==> src/rtl/wdt_pkg.sv <==
package wdt_pkg;
  localparam int RUN_BIT  = 7;
  localparam int MODE_BIT = 4;
  localparam int RESP_BIT = 3;
  localparam int SEL_W    = 3;

  typedef struct packed {
    logic             run;
    logic             wd_en;
    logic             nmi_sel;
    logic [SEL_W-1:0] sel;
  } wdt_cfg_t;
endpackage

==> src/rtl/wdt_prescaler.sv <==
module wdt_prescaler #(
  parameter int PRE_LOG2 = 4
) (
  input  logic clk_i,
  input  logic rst_ni,
  input  logic freeze_i,
  output logic tick_o
);
  logic [PRE_LOG2-1:0] pre_q;

  always_ff @(posedge clk_i or negedge rst_ni) begin
    if (!rst_ni)       pre_q <= '0;
    else if (!freeze_i) pre_q <= pre_q + 1'b1;
  end

  assign tick_o = (&pre_q) & ~freeze_i;
endmodule

==> src/rtl/wdt_cfg_reg.sv <==
module wdt_cfg_reg
  import wdt_pkg::*;
(
  input  logic       clk_i,
  input  logic       rst_ni,
  input  logic       wr_en_i,
  input  logic [7:0] wr_data_i,
  output wdt_cfg_t   cfg_o,
  output logic       clear_o
);
  wdt_cfg_t cfg_q;

  always_ff @(posedge clk_i or negedge rst_ni) begin
    if (!rst_ni) begin
      cfg_q <= '0;
    end else if (wr_en_i && !cfg_q.run) begin
      cfg_q.run     <= wr_data_i[RUN_BIT];
      cfg_q.wd_en   <= wr_data_i[MODE_BIT];
      cfg_q.nmi_sel <= wr_data_i[RESP_BIT];
      cfg_q.sel     <= wr_data_i[SEL_W-1:0];
    end
  end

  // start and refresh both clear the tick counter
  assign clear_o = wr_en_i & wr_data_i[RUN_BIT];
  assign cfg_o   = cfg_q;
endmodule

==> src/rtl/wdt_counter.sv <==
module wdt_counter #(
  parameter int BASE_LOG2 = 12,
  parameter int PRE_LOG2  = 4
) (
  input  logic       clk_i,
  input  logic       rst_ni,
  input  logic       run_i,
  input  logic       clear_i,
  input  logic       tick_i,
  input  logic [2:0] sel_i,
  output logic       expire_o
);
  localparam int TOP_LOG2 = BASE_LOG2 + 8;
  localparam int CNT_W    = TOP_LOG2 - PRE_LOG2 + 1;

  logic [CNT_W-1:0] cnt_q;
  logic [CNT_W-1:0] lim_m1;
  logic [3:0]       sh;
  logic             at_lim;

  always_comb begin
    sh     = (sel_i == 3'd7) ? 4'd8 : {1'b0, sel_i};
    lim_m1 = (CNT_W'(1) << (BASE_LOG2 - PRE_LOG2 + int'(sh))) - CNT_W'(1);
  end

  assign at_lim   = (cnt_q == lim_m1);
  assign expire_o = run_i & tick_i & ~clear_i & at_lim;

  always_ff @(posedge clk_i or negedge rst_ni) begin
    if (!rst_ni)             cnt_q <= '0;
    else if (clear_i)        cnt_q <= '0;
    else if (run_i && tick_i) cnt_q <= at_lim ? '0 : cnt_q + 1'b1;
  end
endmodule

==> src/rtl/wdt_runaway.sv <==
module wdt_runaway
  import wdt_pkg::*;
#(
  parameter int BASE_LOG2   = 12,
  parameter int PRE_LOG2    = 4,
  parameter bit HALT_FREEZE = 1'b0
) (
  input  logic       clk_i,
  input  logic       rst_ni,
  input  logic       wr_en_i,
  input  logic [7:0] wr_data_i,
  output logic [7:0] rd_data_o,
  input  logic       halt_i,
  input  logic       stop_i,
  input  logic       nmi_ack_i,
  output logic       rst_req_o,
  output logic       nmi_req_o
);
  wdt_cfg_t cfg;
  logic     clear, tick, expire, freeze, runaway;
  logic     rst_req_q, nmi_q;

  generate
    if (HALT_FREEZE) begin : g_halt_frz
      assign freeze = stop_i | halt_i;
    end else begin : g_halt_run
      assign freeze = stop_i;
    end
  endgenerate

  wdt_cfg_reg u_cfg (
    .clk_i, .rst_ni, .wr_en_i, .wr_data_i,
    .cfg_o(cfg), .clear_o(clear)
  );

  wdt_prescaler #(.PRE_LOG2(PRE_LOG2)) u_pre (
    .clk_i, .rst_ni, .freeze_i(freeze), .tick_o(tick)
  );

  wdt_counter #(.BASE_LOG2(BASE_LOG2), .PRE_LOG2(PRE_LOG2)) u_cnt (
    .clk_i, .rst_ni, .run_i(cfg.run), .clear_i(clear),
    .tick_i(tick), .sel_i(cfg.sel), .expire_o(expire)
  );

  assign runaway = expire & cfg.wd_en;

  always_ff @(posedge clk_i or negedge rst_ni) begin
    if (!rst_ni) begin
      rst_req_q <= 1'b0;
      nmi_q     <= 1'b0;
    end else begin
      rst_req_q <= runaway & ~cfg.nmi_sel;
      nmi_q     <= (runaway & cfg.nmi_sel) | (nmi_q & ~nmi_ack_i);
    end
  end

  assign rst_req_o = rst_req_q;
  assign nmi_req_o = nmi_q;
  assign rd_data_o = {cfg.run, 2'b00, cfg.wd_en, cfg.nmi_sel, cfg.sel};
endmodule

==> config.mk <==
export PLATFORM = sky130hd
export DESIGN_NAME = wdt_runaway
export DESIGN_NICKNAME = d
export VERILOG_FILES = /design/src/rtl/wdt_pkg.sv /design/src/rtl/wdt_prescaler.sv /design/src/rtl/wdt_cfg_reg.sv /design/src/rtl/wdt_counter.sv /design/src/rtl/wdt_runaway.sv
export SDC_FILE = /design/constraint.sdc
export NUM_CORES = 1
export LEC_CHECK = 0
export ABC_AREA = 1
export BUFFER_PORTS_ARGS = -buffer_cell sky130_fd_sc_hd__clkbuf_2
export CAP_MARGIN = 20
export CORE_MARGIN = 2
export CORE_UTILIZATION = 30
export CTS_BUF_LIST = sky130_fd_sc_hd__clkbuf_2
export DETAILED_ROUTE_END_ITERATION = 7
export GPL_TIMING_DRIVEN = 0
export HOLD_SLACK_MARGIN = 0.02
export PLACE_DENSITY = 0.55
export SETUP_SLACK_MARGIN = 0.2
export SYNTH_ARGS = -nofsm -noshare
export SYNTH_HDL_FRONTEND = slang
export SYNTH_HIERARCHICAL = 1
export SYNTH_SLANG_ARGS = --single-unit
==> constraint.sdc <==
create_clock -name clk_i -period 4.6 [get_ports clk_i]
set_input_delay 0.92 -clock clk_i [delete_from_list [all_inputs] [get_ports clk_i]]
set_output_delay 0.92 -clock clk_i [all_outputs]
set_load 0.005 [all_outputs]
==> impl_results.md, run 1 <==
* First-pass GRT wire length at 7576 um
* Sw power at 0.0001574 W
* Clk slew on worst S/H paths at 0.16 ns
* Worst VDD drop at 0.1183 mV
* Boundary pin count at 24
* Core box area at 5886 um2
* I/O Buffers at 18
* Crit path max-delay family: simple AND/OR/NAND/NOR gates
* Final Skew at 0.01476 ns
* Top cells by count, synth: nand2_1, nor2_1, inv_1, dfrtp_1, nand3_1
* Synth area leaders: dfrtp_1, nand2_1, nor2_1
* Num rows at 28
* Setup CP Type: in -> reg
* Worst setup EP type: flop
* CP max FO at 10
* DIE HEIGHT at 81.85 um
* Final min period at 2.116 ns
* Setup slack, reg-to-reg at 2.51 ns
* Nets at 325
* Share of cells above drive strength 1 at 0.1290
* Ys flop type: dfrtp_1
* Syn. warnings at 6
* Most common cell in the netlist: nand2_1
* Flip-flop and latch area at 725.7 um2
* Status: finished clean
* # DRC at 0
* Max_cap viols at 0
* Post-cts sizing count at 0
* Clock buffer count from CTS at 5
* Total GRT Usage at 0.1459
* Cell taking the most area after synthesis: dfrtp_1
* Largest net degree at the start of global routing at 30
* P per Cell Area at 268.1 nW/um2
* Via count at 1713
* Internal power at 0.0003975 W
* CTS tree: done
* Sequential share of power at 0.524
* Unrepaired setup endpoints after global routing: false
* Placed cell areas at 2006 um2
* Layout fillers at 667
* Seq/Total Area, Yosys at 0.3992
* Synth top area share at 0.3992
* DP HPWL at 3230 um
* Synthesis-to-layout area growth at 13.83%
* Cell Chain, Critical Path: clkbuf_2 > nor2_1 > nand2_1 > nor2_1 > nand2_1 > inv_1 > nor2_1 > clkbuf_1 > nand2_1 > nand2_1
* Highest Clock Rate at 472.6 MHz
* Global-route congestion overflow total at 0
* Yosys reg bits at 29
* Fin. max-slew vios at 0
* Total wire length at 4238 um
* Final period util at 0.4600
* Area of the multi-input gates at 929.6 um2
* Critical-path top delay cell: clkbuf_1
* # Post-CTS Setup Buffers at 0
* Final Hold Violating Endpoints at 0
* GPL Wtd Cong at 0.8446
* TritonCTS Sinks at 29
* Drt wl/cell at 11.01 um
* Comb power frac at 0.139
* Post-synth cell types at 24
* Slew HR at 0.5067
* Final ANT Viol Nets at 0
* P_leak at 1.042 nW
* Switch share at 0.2836
* N_diodes at 0
* Design Area, Final at 2069 um2
* Clock share of power at 0.337
* Die area at 6699 um2
* Starting Density at 0.3089
* Mapped Area at 1818 um2
* Worst slew pin tran at 0.7399 ns
* Post-synth ARST share at 1.000
* Buf/Inv on CP at 3
* Crit path arrival time at 2.42 ns
* EDFF count, synth at 0
* Clk buf depth at 2
* Hold Path Class: reg -> reg
* Via-to-Cell Ratio at 4.449
* Root Buffer Master: clkbuf_2
* Final setup TNS at 0 ns
* Final setup fails at 0
* Critical path launch point type: input port
* Critical Path Max Stage Delay at 0.45 ns
* Vias in the first global route at 1674
* # hold bufs at CTS at 0
* Syn avg cell area at 6.424 um2
* Initial antenna violation count at 0
* Post-Syn Instances at 283
* Worst Path Required at 4.90 ns
* Most frequent cell on the critical path: nand2_1
* Htree depth at 2
* Die X at 81.85 um
* DR pass1 iterations at 4
* Skew-Pair Late Insertion Delay at 0.36 ns
* Final Power at 0.0005549 W
* 1st-iter DRT viols at 144
layout by cell type, fill, tap and decap left out, drive strengths merged:
| cell | count |
|---|---|
| nand2 | 118 |
| nor2 | 46 |
| inv | 35 |
| dfrtp | 29 |
| clkbuf | 25 |
| nand3 | 17 |
| o21ai | 13 |
| a21oi | 6 |
| nor3 | 4 |
| buf | 4 |
| conb | 2 |
| a32o | 2 |
| ha | 2 |
| clkinv | 1 |
| bufinv | 1 |
| nand4 | 1 |
| nand3b | 1 |
| or2 | 1 |
| xnor2 | 1 |
| o21bai | 1 |
layout make-up:
class	count	area share
multi-input combinational	215	0.4492
sequential	29	0.3507
inverter	35	0.06348
tap	75	0.04534
timing repair buffer	18	0.04353
buffer	5	0.01693
clock inverter	2	0.01632
clock buffer	6	0.01451
final timing paths:
path                       depth (start not counted)                          to                       start
max                                               10  u_cnt/cnt_q[1]$_DFFE_PN0P_                      stop_i
min                                                1         rst_req_o$_DFF_PN0_  u_cfg/cfg_o[3]$_DFFE_PN0P_
max reg2reg                                       11  u_cnt/cnt_q[1]$_DFFE_PN0P_  u_pre/pre_q[0]$_DFFE_PN0N_
min reg2reg                                        1         rst_req_o$_DFF_PN0_  u_cfg/cfg_o[3]$_DFFE_PN0P_
max in group asynchronous                          1  u_cnt/cnt_q[4]$_DFFE_PN0P_                      rst_ni
min in group asynchronous                          1  u_cfg/cfg_o[2]$_DFFE_PN0P_                      rst_ni
power groups by stage:
stage	clock, W	combinational (W)	sequential, W
after detailed placement	0	0.0000789	0.000296
after global placement	0	0.0000772	0.000296
after floorplan	0	0.0000562	0.000293
after global routing	0.000203	0.0000926	0.000294
final	0.000187	0.0000769	0.000291
after CTS	0.000196	0.0000793	0.000291
flip-flops by register name, indices dropped and copies added, names as in the netlist:
register / count
u_cnt/cnt_q: 17
nmi_req_o: 1
rst_req_o: 1
u_pre/pre_q: 4
u_cfg/cfg_o: 6
layer usage:
| metal | part of all wire | global-route usage | vias up | wire [um] |
|---|---|---|---|---|
| li1 | - | - | 922 | - |
| met1 | 0.50 | 0.1893 | 768 | 2106 |
| met2 | 0.47 | 0.2431 | 20 | 2003 |
| met3 | 0.026 | 0.02967 | 3 | 112 |
| met4 | 0.0035 | 0.04500 | 0 | 15 |
| met5 | 0 | 0 | - | 0 |
through the flow:
step,utilization,std cells,hold slack (ns),setup slack (ns)
floorplan,-,284,0.4412,2.671
global placement,0.3408,377,0.4578,2.102
detailed placement,0.3408,377,0.4631,2.092
CTS,0.3516,385,0.4978,2.481
global route,0.3516,385,0.5240,2.248
finish,0.3516,385,0.4866,2.484
cell families after synthesis:
family,share of synthesized area
and+or+nand+nor,0.4212
adders and majority gates,0.01376
buffers and inverters,0.09152
other,0.002063
DFF,0.3992
xor gates and xnor gates,0.004818
AOI/OAI and AO/OA,0.06745
(Power assumes the default switching activity.)
==> inputs of run 2 (changes only) <==
--- a/config.mk
+++ b/config.mk
@@ -14,7 +14,7 @@
 export DETAILED_ROUTE_END_ITERATION = 7
 export GPL_TIMING_DRIVEN = 0
 export HOLD_SLACK_MARGIN = 0.02
-export PLACE_DENSITY = 0.55
+export PLACE_DENSITY = 0.57
 export SETUP_SLACK_MARGIN = 0.2
 export SYNTH_ARGS = -nofsm -noshare
 export SYNTH_HDL_FRONTEND = slang
==> constraint.sdc (replaced) <==
create_clock -name clk_i -period 1.8 [get_ports clk_i]
set_input_delay 0.36 -clock clk_i [delete_from_list [all_inputs] [get_ports clk_i]]
set_output_delay 0.36 -clock clk_i [all_outputs]
set_load 0.005 [all_outputs]
==> run 2 against run 1 <==
Net effect: sequential share of layout area shrank 2.6 points; setup slack got worse by 2.3 ns; power rose to 2.7 times the previous value; via count rose by 4.7%; non-clock buffer count grew 13.
==> impl_results.md, run 2 (same netlist as run 1, synthesis figures left out) <==
* Starting Density at 0.3089
* Critical path launch point type: flop
* Most flop-heavy register: u_cnt/cnt_q
* DR pass1 iterations at 4
* Register-to-Register Path Depth at 11
* Most frequent cells in the layout: nand2_1, nor2_1, inv_1
* Setup CP Type: reg -> reg
* Worst VDD drop at 0.3622 mV
* Via count at 1794
* Final min period at 1.592 ns
* Final ANT Viol Nets at 0
* Final core occ at 0.3820
* Most common cell after layout, fill and taps aside: nand2_1
* Worst Slack Setup Final at 0.2079 ns
* R2r startpoint: u_cnt/cnt_q[5]$_DFFE_PN0P_
* Status: finished clean
* Largest net degree at the start of global routing at 30
* Highest Clock Rate at 628.1 MHz
* Clk buf depth at 2
* Total wire length at 4410 um
* 1st-iter DRT viols at 95
* Num rows at 28
* Final period util at 0.8845
* Crit path arrival time at 1.90 ns
* DIE HEIGHT at 81.85 um
* Largest register FFs at 17
* Final setup fails at 0
* Final Skew at 0.006758 ns
* Clock buffer count from CTS at 5
* # DRC at 0
* TritonCTS Sinks at 29
* P_leak at 1.101 nW
* Die X at 81.85 um
* Hold Path Class: in -> async
* Max_cap viols at 0
* Die area at 6699 um2
* # hold bufs at CTS at 0
* Htree depth at 2
* Total GRT Usage at 0.1502
* Clk slew on worst S/H paths at 0.16 ns
* GPL Wtd Cong at 0.8636
* Pre-CTS setup slack at -0.1056 ns
* Drt wl/cell at 11.11 um
* Fin. max-slew vios at 0
* Worst Path Required at 2.11 ns
* Synthesis-to-layout area growth at 23.68%
* Final Hold Violating Endpoints at 0
* Slew HR at 0.4989
* DP HPWL at 3159 um
* Worst slew pin tran at 0.7516 ns
* Boundary pin count at 24
* N_diodes at 0
* CP max FO at 6
* Nets at 338
* Core box area at 5886 um2
* I/O Buffers at 18
* Initial antenna violation count at 0
* Share of cells above drive strength 1 at 0.2174
* CTS tree: done
* Skew-Pair Late Insertion Delay at 0.36 ns
* Vias in the first global route at 1689
* Worst setup EP type: flop
* Reg-to-Reg End: rst_req_o$_DFF_PN0_
* Unrepaired setup endpoints after global routing: true
* Global-route congestion overflow total at 0
* Root Buffer Master: clkbuf_2
* Setup slack, reg-to-reg at 0.21 ns
* P per Cell Area at 666.0 nW/um2
* First-pass GRT wire length at 7659 um
* Via-to-Cell Ratio at 4.519
## run 2: routing by layer
metal | track usage | vias to the layer above | share of wire
met2 | 0.2463 | 37 | 0.47
li1 | - | 938 | -
met5 | 0 | - | 0
met3 | 0.03297 | 8 | 0.032
met4 | 0.06000 | 0 | 0.020
met1 | 0.1912 | 811 | 0.48
## run 2: area by class of cell
class	count	area, um2
Fill cell	628	3637
Multi-Input combinational cell	215	992.2
Sequential cell	29	730.7
Timing Repair Buffer	31	188.9
Inverter	35	131.4
Tap cell	75	93.84
Buffer	5	51.30
Clock inverter	2	35.03
Clock buffer	5	25.02
## run 2: worst max-delay path: stages, from the launching register on
cell and delay [ns]:
dfrtp_2 0.45, nand2_2 0.09, inv_1 0.06, nand2_1 0.08
nor2_4 0.14, nand2_1 0.06, nor2_1 0.11, nand3_2 0.12
buf_6 0.16, nor2_2 0.12, nand2_1 0.06, nor2_1 0.08
## run 2: where the power goes
group          switching, W  internal, W  leakage, nW
clock network      0.000241     0.000226       0.0388
registers         0.0000343     0.000703        0.385
logic              0.000157     0.000137        0.677
## run 2: worst max-delay path by stage
stage | endpoint | startpoint | depth (start not counted) | slack, ns
after floorplan | u_cnt/cnt_q[0]$_DFFE_PN0P_ | u_pre/pre_q[0]$_DFFE_PN0N_ | 11 | 0.24
after global placement | u_cnt/cnt_q[12]$_DFFE_PN0P_ | u_pre/pre_q[0]$_DFFE_PN0N_ | 12 | -0.12
after detailed placement | u_cnt/cnt_q[14]$_DFFE_PN0P_ | u_pre/pre_q[0]$_DFFE_PN0N_ | 11 | -0.11
after CTS | u_cnt/cnt_q[12]$_DFFE_PN0P_ | u_pre/pre_q[0]$_DFFE_PN0N_ | 12 | 0.20
after global routing | rst_req_o$_DFF_PN0_ | u_cfg/cfg_o[2]$_DFFE_PN0P_ | 10 | 0.07
final | rst_req_o$_DFF_PN0_ | u_cnt/cnt_q[5]$_DFFE_PN0P_ | 11 | 0.21
## run 2: timing repair
action / CTS / global route
pin swaps: 5 / 4
buffers inserted: 9 / 3
endpoints found under the setup margin: 19 / 19
endpoints found under the hold margin: 0 / 0
gates resized for setup: 16 / 12
cloned: 1 / 0
## run 2: metrics by stage
stage               total power [W]  instances  TNS (ns)  area, um2  hold WS [ns]
CTS                        0.001496        394         0       2193       0.02721
global route               0.001601        397         0       2248       0.04241
floorplan                 0.0008931        284         0       1823       0.06441
detailed placement        0.0009569        377    -1.164       2007        0.4633
global placement          0.0009515        377    -1.356       2007        0.4556
finish                     0.001497        397         0       2248       0.02339
==> inputs of run 3 (changes only) <==
--- a/config.mk
+++ b/config.mk
@@ -7,7 +7,6 @@
 export LEC_CHECK = 0
 export ABC_AREA = 1
 export BUFFER_PORTS_ARGS = -buffer_cell sky130_fd_sc_hd__clkbuf_2
-export CAP_MARGIN = 20
 export CORE_MARGIN = 2
 export CORE_UTILIZATION = 30
 export CTS_BUF_LIST = sky130_fd_sc_hd__clkbuf_2
@@ -16,6 +15,7 @@
 export HOLD_SLACK_MARGIN = 0.02
 export PLACE_DENSITY = 0.57
 export SETUP_SLACK_MARGIN = 0.2
+export SKIP_LAST_GASP = 1
 export SYNTH_ARGS = -nofsm -noshare
 export SYNTH_HDL_FRONTEND = slang
 export SYNTH_HIERARCHICAL = 1
==> constraint.sdc (replaced) <==
create_clock -name clk_i -period 1.4 [get_ports clk_i]
set_input_delay 0.28 -clock clk_i [delete_from_list [all_inputs] [get_ports clk_i]]
set_output_delay 0.28 -clock clk_i [all_outputs]
set_load 0.005 [all_outputs]
==> run 3 against run 2 <==
Net effect: the flow now finishes with violations (negative setup slack); register-to-register slack lost 0.38 ns; combinational power grew 34%; global-route usage grew 0.20 points; critical path depth grew 1; clock power shrank 8.4%; via count grew 1.0%; maximum frequency grew 1.2%; first-iteration DRC count grew 9.5%; wire length grew 0.45%.
==> impl_results.md, run 3 (same netlist as run 1, synthesis figures left out) <==
* Status: finished with violations
* Failing checks: negative setup slack
* Worst Path Required at 1.70 ns
* Worst slew pin tran at 0.7560 ns
* Boundary pin count at 24
* I/O Buffers at 18
* Drt wl/cell at 10.97 um
* Setup CP Type: reg -> reg
* Most common cell after layout, fill and taps aside: nand2_1
* Final setup fails at 20
* Placed cell count at 377
* DP HPWL at 3073 um
* Hold_sp: wr_data_i[1]
* Share of cells above drive strength 1 at 0.2310
* Setup slack, reg-to-reg at -0.17 ns
* Crit path arrival time at 1.87 ns
* N_diodes at 0
* CTS tree: done
* Register-to-Register Path Depth at 12
* Slew HR at 0.4960
* Most flop-heavy register: u_cnt/cnt_q
* P_leak at 1.137 nW
* Critical path launch point type: flop
* Starting Density at 0.3089
* GPL Wtd Cong at 0.8764
* Via count at 1812
* Vias in the first global route at 1794
* Root Buffer Master: clkbuf_2
* Via-to-Cell Ratio at 4.485
* First-pass GRT wire length at 7838 um
* Initial antenna violation count at 0
* Global-route congestion overflow total at 0
* Max_cap viols at 0
* Htree depth at 2
* Final min period at 1.573 ns
* Num rows at 28
* CP Capture Point: u_cnt/cnt_q[9]$_DFFE_PN0P_
* Fin. max-slew vios at 0
* Die X at 81.85 um
* Worst Slack Setup Final at -0.1732 ns
* Worst Setup SP: u_pre/pre_q[1]$_DFFE_PN0N_
* Clk buf depth at 2
* # DRC at 0
* Worst setup EP type: flop
* Final core occ at 0.3909
* Layout Cells excl Fill at 404
* Die area at 6699 um2
* Skew-Pair Late Insertion Delay at 0.36 ns
* Most frequent cells in the layout: nand2_1, nor2_1, inv_1
* Clock buffer count from CTS at 5
* Clk slew on worst S/H paths at 0.16 ns
* Total GRT Usage at 0.1522
* Reg-to-Reg End: u_cnt/cnt_q[9]$_DFFE_PN0P_
* Total wire length at 4430 um
* Hold Path Class: in -> reg
* DR pass1 iterations at 4
* Unrepaired setup endpoints after global routing: true
* Final Skew at 0.01755 ns
* Final period util at 1.124
* CP max FO at 4
* Nets at 344
* R2r startpoint: u_pre/pre_q[1]$_DFFE_PN0N_
* Highest Clock Rate at 635.7 MHz
* Largest register FFs at 17
* TritonCTS Sinks at 29
* Synthesis-to-layout area growth at 26.57%
* Largest net degree at the start of global routing at 30
* 1st-iter DRT viols at 104
* Final ANT Viol Nets at 0
* Worst VDD drop at 0.4843 mV
* Hold path cells at 3
* P per Cell Area at 764.8 nW/um2
* Core box area at 5886 um2
* Final Hold Violating Endpoints at 0
* DIE HEIGHT at 81.85 um
-- run 3: cell count changes in the layout (fill, tap and decap cells not counted), moves of 2 or more --
cell and change:
buf_6 +3, nand2_2 +2, nor2_2 -2, nand2_1 -2, buf_4 +2, dfrtp_1 +2, dfrtp_2 -2
-- run 3: worst min-delay path by stage --
stage / to / slack [ns]
final: u_cfg/cfg_o[1]$_DFFE_PN0P_ / 0.12
after global routing: u_cfg/cfg_o[4]$_DFFE_PN0P_ / 0.08
after CTS: u_cfg/cfg_o[4]$_DFFE_PN0P_ / 0.09
after detailed placement: u_pre/pre_q[1]$_DFFE_PN0N_ / 0.39
after global placement: u_pre/pre_q[1]$_DFFE_PN0N_ / 0.39
after floorplan: nmi_req_o$_DFF_PN0_ / -0.02
-- run 3: timing repair --
action                                  4_1_cts  5_1_grt
hold endpoints to repair                     29        0
endpoints found under the setup margin       26       27
hold buffers                                  1        0
setup buffers                                17        1
pin swaps                                     5        4
gates resized for setup                      14        7
-- run 3: power by group --
group | switching (W) | leakage (nW) | internal, W
Combinational | 0.000206 | 0.716 | 0.000186
Sequential | 0.0000372 | 0.388 | 0.000904
Clock | 0.000301 | 0.0327 | 0.000125
Total | 0.000545 | 1.14 | 0.00122
-- run 3: per-layer routing --
metal,vias to the layer above,global-route usage,share of wire
met3,8,0.03407,0.029
li1,963,-,-
met5,-,0,0
met2,25,0.2569,0.47
met4,0,0.05833,0.017
met1,816,0.1883,0.49
-- run 3: critical path, cell delays in order (launching register included) --
cell and delay, ns:
dfrtp_1 0.39, ha_2 0.17, inv_2 0.04, nor2_2 0.06, nand2_1 0.06, nor2_1 0.12
nand2_2 0.09, nor2_4 0.13, buf_4 0.14, o21ai_0 0.09, nor2_1 0.11, nand2_1 0.06
nand2_1 0.05
-- run 3: per-stage QoR --
stage	hold WS [ns]	setup slack [ns]	TNS, ns	power, W	cell area [um2]
2_1_floorplan	-0.01559	-0.06716	-0.5669	0.001168	1867
3_3_place_gp	0.3875	-0.3397	-4.686	0.001246	2051
3_5_place_dp	0.3943	-0.3455	-4.676	0.001255	2051
4_1_cts	0.08914	-0.1685	-2.553	0.001783	2278
5_1_grt	0.07933	-0.3657	-6.221	0.001908	2301
6_report	0.1185	-0.1732	-2.524	0.001760	2301
-- run 3: area by class of cell --
type | count | area [um2]
Buffer | 5 | 55.05
Clock buffer | 6 | 30.03
Clock inverter | 2 | 10.01
Fill cell | 631 | 3585
Inverter | 35 | 133.9
Multi-Input combinational cell | 215 | 996.0
Sequential cell | 29 | 728.2
Tap cell | 75 | 93.84
Timing Repair Buffer | 37 | 254.0
